**src/rtl/ddr_init_pkg.sv**
```systemverilog
// Package: shared command codes, register selectors and sequencer states
// for the DDR start-up sequencer. Assumes the memory decodes commands as
// {cs_n, ras_n, cas_n, we_n}.
package ddr_init_pkg;

    typedef enum logic [3:0] {
        CMD_MRS = 4'b0000,
        CMD_REF = 4'b0001,
        CMD_PRE = 4'b0010,
        CMD_NOP = 4'b0111
    } ddr_cmd_e;

    localparam logic [1:0] BANK_MAIN = 2'b00;
    localparam logic [1:0] BANK_EXT  = 2'b01;

    typedef enum logic [3:0] {
        ST_PWRUP,
        ST_PRE_A,
        ST_EMRS,
        ST_MRS_RST,
        ST_PRE_B,
        ST_REF_A,
        ST_REF_B,
        ST_MRS_RUN,
        ST_HOLD,
        ST_READY
    } init_state_e;

endpackage

```
**src/rtl/ddr_init_pwr_timer.sv**
```systemverilog
// Module: counts consecutive cycles in which the power-stable flag is high
// while enabled, and flags the cycle that completes the required count.
// Assumes PWRUP_CYC >= 2. A low sample or a disable clears the count.
module ddr_init_pwr_timer #(
    parameter int PWRUP_CYC = 20000
) (
    input  logic clk,
    input  logic rst_n,
    input  logic en,
    input  logic stable,
    output logic ripe
);
    localparam int CNT_W = $clog2(PWRUP_CYC);
    localparam logic [CNT_W-1:0] LAST = CNT_W'(PWRUP_CYC - 1);

    logic [CNT_W-1:0] cnt;

    // Completion flag: this sample is the last one the wait requires.
    assign ripe = en && stable && (cnt == LAST);

    // Count consecutive stable samples; restart on a low sample.
    always_ff @(posedge clk) begin
        if (!rst_n || !en || !stable) begin
            cnt <= '0;
        end else if (cnt != LAST) begin
            cnt <= cnt + 1'b1;
        end
    end

    // the wait can only complete after a stable sample before this one.
    p_ripe_needs_history_r2: assert property (@(posedge clk) disable iff (!rst_n)
        ripe |-> $past(stable));

endmodule

```
**src/rtl/ddr_init_gap_timer.sv**
```systemverilog
// Module: loadable down-counter that enforces the minimum gap after each
// command. Idle means the next command may go out in this cycle.
// Assumes the load value is gap-1 and that loads only occur while idle.
module ddr_init_gap_timer #(
    parameter int W = 4
) (
    input  logic         clk,
    input  logic         rst_n,
    input  logic         load,
    input  logic [W-1:0] load_val,
    output logic         idle
);
    logic [W-1:0] cnt;

    // Idle flag for the issuing logic.
    assign idle = (cnt == '0);

    // Load on issue, otherwise count down to zero.
    always_ff @(posedge clk) begin
        if (!rst_n) begin
            cnt <= '0;
        end else if (load) begin
            cnt <= load_val;
        end else if (cnt != '0) begin
            cnt <= cnt - 1'b1;
        end
    end

    // no command may be issued while a previous gap is still running.
    p_load_when_idle_r5: assert property (@(posedge clk) disable iff (!rst_n)
        load |-> $past(cnt) <= W'(1) || idle);

endmodule

```
**src/rtl/ddr_init_dll_guard.sv**
```systemverilog
// Module: tracks the cycles elapsed since the DLL-reset mode write and
// raises a sticky ok flag once DLL_CYC cycles have passed. Assumes
// DLL_CYC >= 2 and a single start pulse per reset.
module ddr_init_dll_guard #(
    parameter int DLL_CYC = 200
) (
    input  logic clk,
    input  logic rst_n,
    input  logic start,
    output logic ok
);
    localparam int CNT_W = $clog2(DLL_CYC);

    logic [CNT_W-1:0] cnt;
    logic             armed;

    // Count down from the DLL reset; latch ok on the last step.
    always_ff @(posedge clk) begin
        if (!rst_n) begin
            cnt   <= '0;
            armed <= 1'b0;
            ok    <= 1'b0;
        end else if (start) begin
            cnt   <= CNT_W'(DLL_CYC - 1);
            armed <= 1'b1;
            ok    <= 1'b0;
        end else if (armed && cnt != '0) begin
            cnt <= cnt - 1'b1;
            if (cnt == CNT_W'(1)) begin
                ok <= 1'b1;
            end
        end
    end

    // once the DLL wait is over it stays over.
    p_ok_sticky_r10: assert property (@(posedge clk) disable iff (!rst_n)
        ok |=> ok);

    // the DLL reset happens once per start-up.
    p_single_start_r10: assert property (@(posedge clk) disable iff (!rst_n)
        start |-> !armed);

endmodule

```
**src/rtl/ddr_init_seq.sv**
```systemverilog
// Module: top of the DDR start-up sequencer. Waits for stable power, raises
// CKE, then walks the fixed command list with enforced gaps, and signals
// completion once the DLL wait is also over. Assumes mode_val is held
// constant during the sequence and all gap parameters are >= 1.
module ddr_init_seq
    import ddr_init_pkg::*;
#(
    parameter int CLK_MHZ     = 100,
    parameter int PWRUP_US    = 200,
    parameter int T_RP        = 3,
    parameter int T_MRD       = 2,
    parameter int T_RFC       = 9,
    parameter int DLL_CYC     = 200,
    parameter int ADDR_W      = 13,
    parameter int BA_W        = 2,
    parameter int AP_BIT      = 10,
    parameter int DLL_RST_BIT = 8
) (
    input  logic              clk,
    input  logic              rst_n,
    input  logic              pwr_stable,
    input  logic [ADDR_W-1:0] mode_val,
    output logic              cke,
    output logic              cmd_cs_n,
    output logic              cmd_ras_n,
    output logic              cmd_cas_n,
    output logic              cmd_we_n,
    output logic [BA_W-1:0]   bank_sel,
    output logic [ADDR_W-1:0] addr,
    output logic              init_done
);
    localparam int PWRUP_CYC = CLK_MHZ * PWRUP_US;
    localparam int GAP_MAX   = (T_RP > T_MRD) ? ((T_RP > T_RFC) ? T_RP : T_RFC)
                                              : ((T_MRD > T_RFC) ? T_MRD : T_RFC);
    localparam int GAP_W     = $clog2(GAP_MAX + 1);
    localparam logic [GAP_W-1:0]  RP_LOAD  = GAP_W'(T_RP - 1);
    localparam logic [GAP_W-1:0]  MRD_LOAD = GAP_W'(T_MRD - 1);
    localparam logic [GAP_W-1:0]  RFC_LOAD = GAP_W'(T_RFC - 1);
    localparam logic [ADDR_W-1:0] AP_MASK  = ADDR_W'(1) << AP_BIT;
    localparam logic [ADDR_W-1:0] DLL_MASK = ADDR_W'(1) << DLL_RST_BIT;

    init_state_e       state;
    ddr_cmd_e          cmd_q;
    logic              cke_q;
    logic              done_q;
    logic [BA_W-1:0]   bank_q;
    logic [ADDR_W-1:0] addr_q;

    logic              pwr_ripe;
    logic              gap_idle;
    logic              dll_ok;
    logic              issue;
    logic              dll_start;
    ddr_cmd_e          nxt_cmd;
    logic [BA_W-1:0]   nxt_bank;
    logic [ADDR_W-1:0] nxt_addr;
    logic [GAP_W-1:0]  gap_val;
    init_state_e       nxt_state;

    ddr_init_pwr_timer #(.PWRUP_CYC(PWRUP_CYC)) u_pwr (
        .clk    (clk),
        .rst_n  (rst_n),
        .en     (state == ST_PWRUP),
        .stable (pwr_stable),
        .ripe   (pwr_ripe)
    );

    ddr_init_gap_timer #(.W(GAP_W)) u_gap (
        .clk      (clk),
        .rst_n    (rst_n),
        .load     (issue),
        .load_val (gap_val),
        .idle     (gap_idle)
    );

    ddr_init_dll_guard #(.DLL_CYC(DLL_CYC)) u_dll (
        .clk   (clk),
        .rst_n (rst_n),
        .start (dll_start),
        .ok    (dll_ok)
    );

    // Decode the command, target and gap that belong to the current step.
    always_comb begin
        issue     = 1'b0;
        nxt_cmd   = CMD_NOP;
        nxt_bank  = '0;
        nxt_addr  = '0;
        gap_val   = '0;
        nxt_state = state;
        case (state)
            ST_PRE_A: begin
                issue = gap_idle; nxt_cmd = CMD_PRE; nxt_addr = AP_MASK;
                gap_val = RP_LOAD; nxt_state = ST_EMRS;
            end
            ST_EMRS: begin
                issue = gap_idle; nxt_cmd = CMD_MRS; nxt_bank = BA_W'(BANK_EXT);
                gap_val = MRD_LOAD; nxt_state = ST_MRS_RST;
            end
            ST_MRS_RST: begin
                issue = gap_idle; nxt_cmd = CMD_MRS; nxt_bank = BA_W'(BANK_MAIN);
                nxt_addr = mode_val | DLL_MASK;
                gap_val = MRD_LOAD; nxt_state = ST_PRE_B;
            end
            ST_PRE_B: begin
                issue = gap_idle; nxt_cmd = CMD_PRE; nxt_addr = AP_MASK;
                gap_val = RP_LOAD; nxt_state = ST_REF_A;
            end
            ST_REF_A: begin
                issue = gap_idle; nxt_cmd = CMD_REF;
                gap_val = RFC_LOAD; nxt_state = ST_REF_B;
            end
            ST_REF_B: begin
                issue = gap_idle; nxt_cmd = CMD_REF;
                gap_val = RFC_LOAD; nxt_state = ST_MRS_RUN;
            end
            ST_MRS_RUN: begin
                issue = gap_idle; nxt_cmd = CMD_MRS; nxt_bank = BA_W'(BANK_MAIN);
                nxt_addr = mode_val & ~DLL_MASK;
                gap_val = MRD_LOAD; nxt_state = ST_HOLD;
            end
            default: ;
        endcase
    end

    // The DLL wait starts with the mode write that resets the DLL.
    assign dll_start = issue && (state == ST_MRS_RST);

    // Step the sequence and register the bus; NOP whenever nothing issues.
    always_ff @(posedge clk) begin
        if (!rst_n) begin
            state  <= ST_PWRUP;
            cke_q  <= 1'b0;
            cmd_q  <= CMD_NOP;
            bank_q <= '0;
            addr_q <= '0;
            done_q <= 1'b0;
        end else begin
            cmd_q  <= CMD_NOP;
            bank_q <= '0;
            addr_q <= '0;
            if (issue) begin
                cmd_q  <= nxt_cmd;
                bank_q <= nxt_bank;
                addr_q <= nxt_addr;
                state  <= nxt_state;
            end else if (state == ST_PWRUP && pwr_ripe) begin
                cke_q <= 1'b1;
                state <= ST_PRE_A;
            end else if (state == ST_HOLD && gap_idle && dll_ok) begin
                done_q <= 1'b1;
                state  <= ST_READY;
            end
        end
    end

    assign cke       = cke_q;
    assign cmd_cs_n  = cmd_q[3];
    assign cmd_ras_n = cmd_q[2];
    assign cmd_cas_n = cmd_q[1];
    assign cmd_we_n  = cmd_q[0];
    assign bank_sel  = bank_q;
    assign addr      = addr_q;
    assign init_done = done_q;

    // no executable command while the clock enable is low.
    p_cmd_needs_cke_r3: assert property (@(posedge clk) disable iff (!rst_n)
        cmd_q != CMD_NOP |-> cke_q);

    // the clock enable never drops outside reset.
    p_cke_held_r2: assert property (@(posedge clk) disable iff (!rst_n)
        cke_q |=> cke_q);

    // every precharge addresses all banks.
    p_pre_all_r6: assert property (@(posedge clk) disable iff (!rst_n)
        cmd_q == CMD_PRE |-> (addr_q == AP_MASK && bank_q == '0));

    // mode writes only target the main or extended register.
    p_mrs_bank_r7: assert property (@(posedge clk) disable iff (!rst_n)
        cmd_q == CMD_MRS |-> (bank_q == BA_W'(BANK_MAIN) || bank_q == BA_W'(BANK_EXT)));

    // completion never precedes the DLL wait.
    p_done_needs_dll_r10: assert property (@(posedge clk) disable iff (!rst_n)
        done_q |-> dll_ok);

    // after completion the bus stays quiet and the flag stays high.
    p_quiet_after_done_r10: assert property (@(posedge clk) disable iff (!rst_n)
        done_q |=> (done_q && cmd_q == CMD_NOP));

endmodule

```
**config.mk**
```make
export PLATFORM = sky130hd
export DESIGN_NAME = ddr_init_seq
export DESIGN_NICKNAME = d
export VERILOG_FILES = /design/src/rtl/ddr_init_pkg.sv /design/src/rtl/ddr_init_pwr_timer.sv /design/src/rtl/ddr_init_gap_timer.sv /design/src/rtl/ddr_init_dll_guard.sv /design/src/rtl/ddr_init_seq.sv
export SDC_FILE = /design/constraint.sdc
export NUM_CORES = 1
export LEC_CHECK = 0
export BUFFER_PORTS_ARGS = -buffer_cell sky130_fd_sc_hd__buf_2
export CORE_UTILIZATION = 30
export CTS_CLUSTER_SIZE = 16
export DETAILED_ROUTE_END_ITERATION = 10
export PLACE_DENSITY_LB_ADDON = 0.08
export SLEW_MARGIN = 20
export SYNTH_ARGS = -nofsm -noshare
export SYNTH_HDL_FRONTEND = slang
export SYNTH_SLANG_ARGS = --single-unit
```
**constraint.sdc**
```tcl
create_clock -name clk -period 4.4 [get_ports clk]
set_input_delay 0.88 -clock clk [delete_from_list [all_inputs] [get_ports clk]]
set_output_delay 0.88 -clock clk [all_outputs]
set_load 0.01 [all_outputs]
```
==> impl_metrics.tcl, run 1 <==
set metrics [dict create \
    end_kind "flip-flop" \
    drive_gt1_share_pct 19.0 \
    hold_viol 0 \
    area_delta_synth_final_pct 14.1 \
    pre_cts_ws_ns 2.03 \
    cts_tree "done" \
    stdcell_area_sq_um 2570 \
    io_buffers 33 \
    dp_hpwl_microns 3120 \
    grt_pass1_vias 1601 \
    root_buffer "clkbuf_8" \
    grt_antenna_before_repair 0 \
    grt_max_degree 19 \
    hp-class "flip-flop to flip-flop" \
    yosysSeqAreaShare_pct 46.2 \
    fin_crit_ns 2.21 \
    fill_cells 774 \
    synthCells 244 \
    yosys-top-cells-area "dfxtp_1 46%, xor2_1 5.4%, a21oi_1 4.7%, nor2_1 4.7%, and2_1 3.6%" \
    synth_flop_cell "dfxtp_1" \
    post_cts_buffers 0 \
    core-area_sq_um 7250 \
    yosysMostFrequentCell "dfxtp_1" \
    vias_per_cell 4.74 \
    crit_type "flip-flop to flip-flop" \
    arrival_ns 2.47 \
    track_usage_pct 12.4 \
    r2r-end "addr[12]$_SDFF_PN0_" \
    synth_area_sq_um 2250 \
    fmax_ghz 0.452 \
    ant_nets 0 \
    ctsHoldBuffers 0 \
    synth_warnings 0 \
    drv_cap 0 \
    wl_met2_microns 1970 \
    die_y_microns 88.6 \
    clock_path_buffers 2 \
    top_layer_used "met4" \
    status "finished, final reports clean" \
    clkSlewWorstSetupHoldPaths_ns 0.11 \
    worstSkewPairLatency_ns 0.31 \
    antenna_cells 0 \
    synth_edf_count 0 \
    cts-resized-gates 0 \
    p_per_area_nw_per_um2 359 \
    worst_pin_slew_ns 0.985 \
    routed-via-count 1764 \
    grt_pass1_wl_microns 7600 \
    p_leak_uw 0.000994 \
    r2r_cells 7 \
    drtIter0Drc 94 \
    cts_made_buffers 5 \
    finalCritPeriodShare_pct 50.3 \
    slew_violations 0 \
    wl_microns 4520 \
    placed_area_sq_um 2470 \
    dr_wl_met3_microns 175 \
    hold_depth 2 \
    grt_setup_unrepaired "no" \
    cts_sinks 52 \
    synth_common_cells "52 x dfxtp_1, 28 x nor2_1, 21 x a21oi_1" \
    worstHoldStart "init_done$_SDFFE_PN0P_" \
    drc 0 \
    final.setup.worst_slack_ns 2.19 \
    place.gp.congestion 0.734 \
    worstSetupStartpointType "flip-flop" \
    crit_fanout 13 \
    grt-ovfl-total 0 \
    critPathRequiredTime_ns 4.66 \
    ir_drop_mv 0.189 \
    ys_types 49 \
    ys_async_sr_fraction_pct 0 \
    fin_nets 293 \
    met1_length_microns 2340 \
    tns_ns 0 \
    clock_skew_ns 0.00965 \
    setup_viol 0 \
    timing.rr.start "u_gap.cnt[0]$_SDFFE_PN0P_" \
    drtPass1Iterations 4 \
    die-width_microns 88.6 \
    synth_top_area_cell "dfxtp_1" \
    htree_levels 2 \
    placementRows 31 \
    post-route-util_pct 35.4 \
    start_util_pct 31.1 \
    slew_headroom_pct 33.8 \
    hold_end "init_done$_SDFFE_PN0P_" \
    die_area_sq_um 7860 \
    wire_per_inst_microns 12.1 \
    rrSetupSlack_ns 2.19 \
    synth_top_area_share_pct 46.2 \
    synth-seq-cells 52 \
    top_level_ports 37 \
    syn_area_per_cell_sq_um 9.23 \
]
## sequential cells by signal, indices dropped and copies added, names as in the netlist
name / count
state: 4
init_done: 1
addr: 13
u_dll.armed: 1
cke: 1
u_pwr.cnt: 15
cmd_q: 3
bank_sel: 1
u_dll.ok: 1
u_gap.cnt: 4
u_dll.cnt: 8
## worst max path at each step
stage / startpoint / end / slack (ns) / cells after the start
global placement: rst_n / addr[3]$_SDFF_PN0_ / 2.03 / 4
floorplan: rst_n / cmd_q[1]$_SDFF_PN1_ / 2.68 / 3
CTS: u_gap.cnt[0]$_SDFFE_PN0P_ / addr[12]$_SDFF_PN0_ / 2.14 / 7
detailed placement: rst_n / addr[12]$_SDFF_PN0_ / 2.03 / 4
global route: u_gap.cnt[0]$_SDFFE_PN0P_ / addr[5]$_SDFF_PN0_ / 1.96 / 7
finish: u_gap.cnt[0]$_SDFFE_PN0P_ / addr[12]$_SDFF_PN0_ / 2.19 / 7
## layer usage
metal	GRT usage, %	vias to the layer above
met4	4.40	0
met3	2.99	2
met5	0	-
met2	18.7	28
li1	-	909
met1	17.2	825
## cell usage in the layout (no fill, tap or decap), drive strengths merged, types with 2 or more instances in the layout
cell type,n
o21ai,3
nand3b,3
and4,6
nand2,11
and2,14
nor2,28
and3,4
nor4b,2
o21a,2
a211oi,3
dfxtp,52
a21oi,21
or3,4
nand4,12
xor2,14
conb,2
nor3b,2
buf,34
nor3,5
o31ai,4
ha,5
xnor2,4
clkbuf,5
nand3,6
inv,10
## cell type report
cell class                      instances  area (sq um)  area share [%]
Multi-Input combinational cell        171          1110            43.1
Sequential cell                        52          1040            40.5
Timing Repair Buffer                   34           173            6.72
Tap cell                               99           124            4.82
Clock buffer                            5          68.8            2.68
Inverter                                8          30.0            1.17
Clock inverter                          3          26.3            1.02
## worst max-delay path, cell delays in order, from the launching register on
cell and delay, ns:
dfxtp_1 0.35, inv_1 0.09, ha_1 0.22, nor3b_2 0.18
buf_4 0.20, nand2_1 0.08, nor3_1 0.80, and2_1 0.23
## cell families after synthesis
family	share of synthesized area, %
compound gates	11.4
fa+ha+maj	2.78
simple gates	26.7
mux	0.944
other cells	0.167
flops	46.2
buf+inv	4.78
xor+xnor	7.00
## power breakdown
part | switching, uW | internal (uW)
logic | 69.7 | 58.5
clock network | 175 | 118
registers | 15.7 | 486
total | 260 | 662
## through the flow
stage | total power [uW] | std cells | hold WS [ns]
after global placement | 644 | 364 | 0.461
after detailed placement | 641 | 364 | 0.470
final | 922 | 372 | 0.482
after floorplan | 607 | 245 | 0.432
after global routing | 975 | 372 | 0.537
after CTS | 937 | 372 | 0.496
Power figures use the tool's default switching activity.
==> run 2, diff against run 1 <==
ABC_AREA = 1   (was default)
clock period = 2.25 ns   (was 4.4 ns; I/O delays follow)
==> impl_metrics.tcl, run 2 <==
set metrics [dict create \
    routed-via-count 2137 \
    ys_types 34 \
    end_kind "flip-flop" \
    clock_path_buffers 2 \
    status "finished, final reports clean" \
    grtUsageMet3_pct 2.79 \
    dp_hpwl_microns 3930 \
    r2r-end "u_dll.cnt[6]$_SDFFE_PN0P_" \
    timing.rr.start "u_gap.cnt[0]$_SDFFE_PN0P_" \
    critPathRequiredTime_ns 2.46 \
    tns_ns 0 \
    critPathTopFamily "simple AND/OR/NAND/NOR gates" \
    hp-class "input port to flip-flop" \
    htree_levels 2 \
    grt_pass1_wl_microns 9020 \
    fin_nets 402 \
    grt_use_met2_pct 21.1 \
    drc 0 \
    io_buffers 33 \
    place.gp.congestion 0.781 \
    post_cts_buffers 0 \
    use_met1_pct 17.0 \
    fill_cells 891 \
    p_leak_uw 0.00122 \
    core-area_sq_um 7850 \
    hold_slack_ns 0.356 \
    fin_crit_ns 1.68 \
    ctsHoldBuffers 0 \
    fmax_ghz 0.597 \
    crit_type "flip-flop to flip-flop" \
    drive_gt1_share_pct 18.3 \
    grt_setup_unrepaired "no" \
    yosys-top-cells-area "dfxtp_1 42%, nand2_1 11%, nor2_1 8.2%, inv_1 6.5%, a21oi_1 4.4%" \
    arrival_ns 1.88 \
    final_cell_mix "70 x nand2_1, 54 x nor2_1, 52 x dfxtp_1" \
    drtPass1Iterations 4 \
    p_per_area_nw_per_um2 736 \
    placementRows 32 \
    hold_end "addr[1]$_SDFF_PN0_" \
    busiest_layer "met2" \
    top_register "u_pwr.cnt" \
    synth_flop_cell "dfxtp_1" \
    hold_depth 3 \
    crit_top_cell "inv_1" \
    final_common_cell "nand2_1" \
    ir_drop_mv 0.303 \
    ant_nets 0 \
    vias_per_cell 4.42 \
    drv_cap 0 \
    cts-resized-gates 0 \
    synth_top_area_share_pct 42.0 \
    grt_antenna_before_repair 0 \
    r2r_cells 9 \
    worstSkewPairLatency_ns 0.31 \
    wl_microns 5220 \
    crit_chain "inv_1 -> ha_1 -> nand2_1 -> inv_1 -> nand3_1 -> buf_4 -> inv_1 -> nor2_1 -> a21oi_1" \
    top_level_ports 37 \
    worst-path-buf-inv 4 \
    hold_viol 0 \
    worstSetupStartpointType "flip-flop" \
    cts_made_buffers 5 \
    finalCritPeriodShare_pct 74.5 \
    crit_fanout 8 \
    clkSlewWorstSetupHoldPaths_ns 0.10 \
    worstHoldStart "mode_val[1]" \
    antenna_cells 0 \
    cts_tree "done" \
    root_buffer "clkbuf_8" \
    cts_sinks 52 \
    slowest_delay_ns 0.39 \
    die-width_microns 92.9 \
    die_y_microns 92.9 \
    synth_area_sq_um 2480 \
    syn_area_per_cell_sq_um 7.25 \
    yosysMostFrequentCell "nand2_1" \
    synthCells 342 \
    grt_pass1_vias 2006 \
    start_util_pct 31.6 \
    yosysSeqAreaShare_pct 42.0 \
    ys_async_sr_fraction_pct 0 \
    synth_top_area_cell "dfxtp_1" \
    synth_warnings 0 \
    setup_viol 0 \
    synth_common_cells "70 x nand2_1, 54 x nor2_1, 52 x dfxtp_1" \
    largest_register_ffs 15 \
    rrSetupSlack_ns 0.57 \
    grt-ovfl-total 0 \
    slowest_stage "dfxtp_1" \
    clock_skew_ns 0.00685 \
    slew_violations 0 \
    grt_max_degree 18 \
    wire_per_inst_microns 10.8 \
    synth-seq-cells 52 \
    power_uw 2100 \
    drtIter0Drc 47 \
    die_area_sq_um 8630 \
    area_delta_synth_final_pct 14.9 \
    synth_edf_count 0 \
    track_usage_pct 13.0 \
]
==> run 2: how the worst max path moves through the flow <==
stage | startpoint | to | slack (ns) | cells after the start
after global routing | u_gap.cnt[0]$_SDFFE_PN0P_ | u_dll.cnt[6]$_SDFFE_PN0P_ | 0.41 | 9
after global placement | u_gap.cnt[0]$_SDFFE_PN0P_ | u_dll.cnt[6]$_SDFFE_PN0P_ | 0.57 | 9
after detailed placement | u_gap.cnt[0]$_SDFFE_PN0P_ | u_dll.cnt[6]$_SDFFE_PN0P_ | 0.57 | 9
after floorplan | u_pwr.cnt[0]$_SDFFE_PP0P_ | u_pwr.cnt[12]$_SDFFE_PP0P_ | 0.86 | 8
final | u_gap.cnt[0]$_SDFFE_PN0P_ | u_dll.cnt[6]$_SDFFE_PN0P_ | 0.57 | 9
after CTS | u_gap.cnt[0]$_SDFFE_PN0P_ | u_dll.cnt[6]$_SDFFE_PN0P_ | 0.55 | 9
==> run 2: where the power goes <==
part           total (uW)  switching [uW]  internal, uW  leakage (uW)
sequential           1030            53.2           977      0.000420
clock                 550             329           221     0.0000404
combinational         517             338           179      0.000759
==> run 2: cells by family after synthesis <==
kind of cell / after synthesis / share of synthesized area, %
flip-flops: 52 / 42.0
adder cells (fa/ha/maj): 5 / 2.52
AO/OA/AOI/OAI: 44 / 10.0
XOR/XNOR: 6 / 2.12
AND/OR/NAND/NOR: 181 / 34.0
buffers and inverters: 53 / 9.14
other: 1 / 0.151
==> run 2: final cells by class <==
cell class / instances / area [sq um] / area share (%)
sequential: 52 / 1040 / 36.5
inverter: 47 / 178 / 6.24
timing repair buffer: 37 / 195 / 6.85
tap: 102 / 128 / 4.48
clock buffer: 5 / 68.8 / 2.42
clock inverter: 3 / 23.8 / 0.834
multi-input combinational: 238 / 1210 / 42.6
==> run 2: routing by layer <==
metal,vias to the layer above,routed length [microns]
li1,1163,-
met1,947,2720
met2,20,2350
met3,7,114
met4,0,43
met5,-,0
==> run 2: worst min-delay path: cells and delay by family <==
kind          cells  cell delay [ns]
buf+inv           1             0.09
simple gates      2             0.09
==> run 2: per-stage QoR <==
stage	instance area (sq um)	worst slack (ns)	instances	util, %
2_1_floorplan	2480	0.856	343	-
3_3_place_gp	2760	0.571	476	35.1
3_5_place_dp	2760	0.566	476	35.1
4_1_cts	2850	0.551	484	36.3
5_1_grt	2850	0.407	484	36.3
6_report	2850	0.574	484	36.3
==> run 3, diff against run 2 <==
ABC_AREA = 0   (was 1)
clock period = 1.4 ns   (was 2.25 ns; I/O delays follow)
==> impl_metrics.tcl, run 3 (synthesized netlist as in run 1, its figures left out) <==
set metrics [dict create \
    cts_made_buffers 5 \
    fin_nets 352 \
    hp-class "input port to flip-flop" \
    routed-via-count 1979 \
    setup_viol 26 \
    die_area_sq_um 7860 \
    cts_tree "done" \
    worstSkewPairLatency_ns 0.31 \
    clock_skew_ns 0.00648 \
    drtPass1Iterations 4 \
    end_kind "flip-flop" \
    vias_per_cell 4.59 \
    track_usage_pct 14.1 \
    p_per_area_nw_per_um2 1040 \
    die_y_microns 88.6 \
    start_util_pct 31.1 \
    post-route-util_pct 44.4 \
    hold_viol 0 \
    hold_slack_ns 0.155 \
    fin_crit_ns 1.51 \
    slew_violations 0 \
    final.setup.worst_slack_ns -0.114 \
    final_cell_mix "56 x buf_4, 42 x dfxtp_1, 33 x buf_2" \
    finalCritPeriodShare_pct 108 \
    cts_sinks 52 \
    failed_checks "setup timing" \
    top_register "u_pwr.cnt" \
    grt_antenna_before_repair 0 \
    status "finished, violations left" \
    worstSetupStartpointType "flip-flop" \
    wl_microns 5070 \
    power_uw 3360 \
    final_common_cell "buf_4" \
    slowest_stage "or3_1" \
    placementRows 31 \
    dp_hpwl_microns 3560 \
    crit_type "flip-flop to flip-flop" \
    drive_gt1_share_pct 46.1 \
    clkSlewWorstSetupHoldPaths_ns 0.11 \
    root_buffer "clkbuf_8" \
    ant_nets 0 \
    area_delta_synth_final_pct 43.1 \
    drc 0 \
    fmax_ghz 0.661 \
    core-area_sq_um 7250 \
    largest_register_ffs 15 \
    slowest_delay_ns 0.36 \
    antenna_cells 0 \
    arrival_ns 1.72 \
    stdcell_area_sq_um 3220 \
    top_level_ports 37 \
    place.gp.congestion 0.786 \
    grt_pass1_wl_microns 8580 \
    drv_cap 0 \
    ir_drop_mv 0.518 \
    grt_pass1_vias 1871 \
    grt-ovfl-total 0 \
    placed_area_sq_um 2920 \
    clock_path_buffers 2 \
    drtIter0Drc 64 \
    die-width_microns 88.6 \
    rrSetupSlack_ns -0.11 \
    grt_setup_unrepaired "yes" \
    tns_ns -1.01 \
    htree_levels 2 \
    io_buffers 33 \
    critPathRequiredTime_ns 1.60 \
    crit_chain "inv_2 -> ha_4 -> nor3b_4 -> buf_4 -> nand3_2 -> or3_1" \
    grt_max_degree 19 \
    crit_fanout 5 \
    p_leak_uw 0.00132 \
    wire_per_inst_microns 11.8 \
]
-- run 3: cell count changes in the layout (fill, tap and decap cells not counted), moves of 9 or more --
cell / change
nand2_1: -60
buf_4: +52
inv_1: -39
nor2_1: -29
nand3_1: -17
and2_1: +12
xor2_1: +12
dfxtp_1: -10
o21ai_0: -10
a21oi_1: -9
dfxtp_2: +9
-- run 3: final timing paths --
kind / from / cells past startpoint / to
worst min register to register: cke$_SDFFE_PN0P_ / 1 / cke$_SDFFE_PN0P_
worst max-delay path: u_gap.cnt[1]$_SDFFE_PN0P_ / 6 / cmd_q[1]$_SDFF_PN1_
worst max register to register: u_gap.cnt[1]$_SDFFE_PN0P_ / 6 / cmd_q[1]$_SDFF_PN1_
worst min-delay path: mode_val[9] / 2 / addr[9]$_SDFF_PN0_
-- run 3: worst max-delay path, delay by kind of cell (launching register included) --
| kind | cells | cell delay [ns] |
|---|---|---|
| AND/OR/NAND/NOR | 3 | 0.69 |
| flip-flops | 1 | 0.34 |
| buffers and inverters | 2 | 0.24 |
| adder cells (fa/ha/maj) | 1 | 0.14 |
-- run 3: metal layers --
metal / up-vias / track usage, % / part of all wire (%)
met3: 5 / 3.45 / 4.3
li1: 1032 / - / -
met2: 42 / 21.0 / 44
met1: 900 / 19.6 / 50
met4: 0 / 5.28 / 1.6
met5: - / 0 / 0
-- run 3: repair_timing --
action                                  CTS  global route
buffers inserted                          5             4
endpoints found under the setup margin   33            40
hold buffers                              0             0
pin swaps                                14            16
gates resized for setup                  15            22
-- run 3: per-stage QoR --
step / cells / worst slack (ns)
after floorplan: 245 / -0.127
after global placement: 414 / -0.183
after detailed placement: 414 / -0.198
after CTS: 427 / -0.133
after global routing: 431 / -0.208
final: 431 / -0.114
-- run 3: layout make-up --
type	instances	area (sq um)
Sequential cell	52	1060
Tap cell	99	124
Clock inverter	3	26.3
Clock buffer	5	68.8
Inverter	8	32.5
Timing Repair Buffer	93	631
Fill cell	754	4030
Multi-Input combinational cell	171	1280
-- run 3: power breakdown --
part / switching (uW) / total [uW] / internal (uW)
registers: 38.5 / 1570 / 1530
logic: 352 / 857 / 505
clock network: 564 / 934 / 370
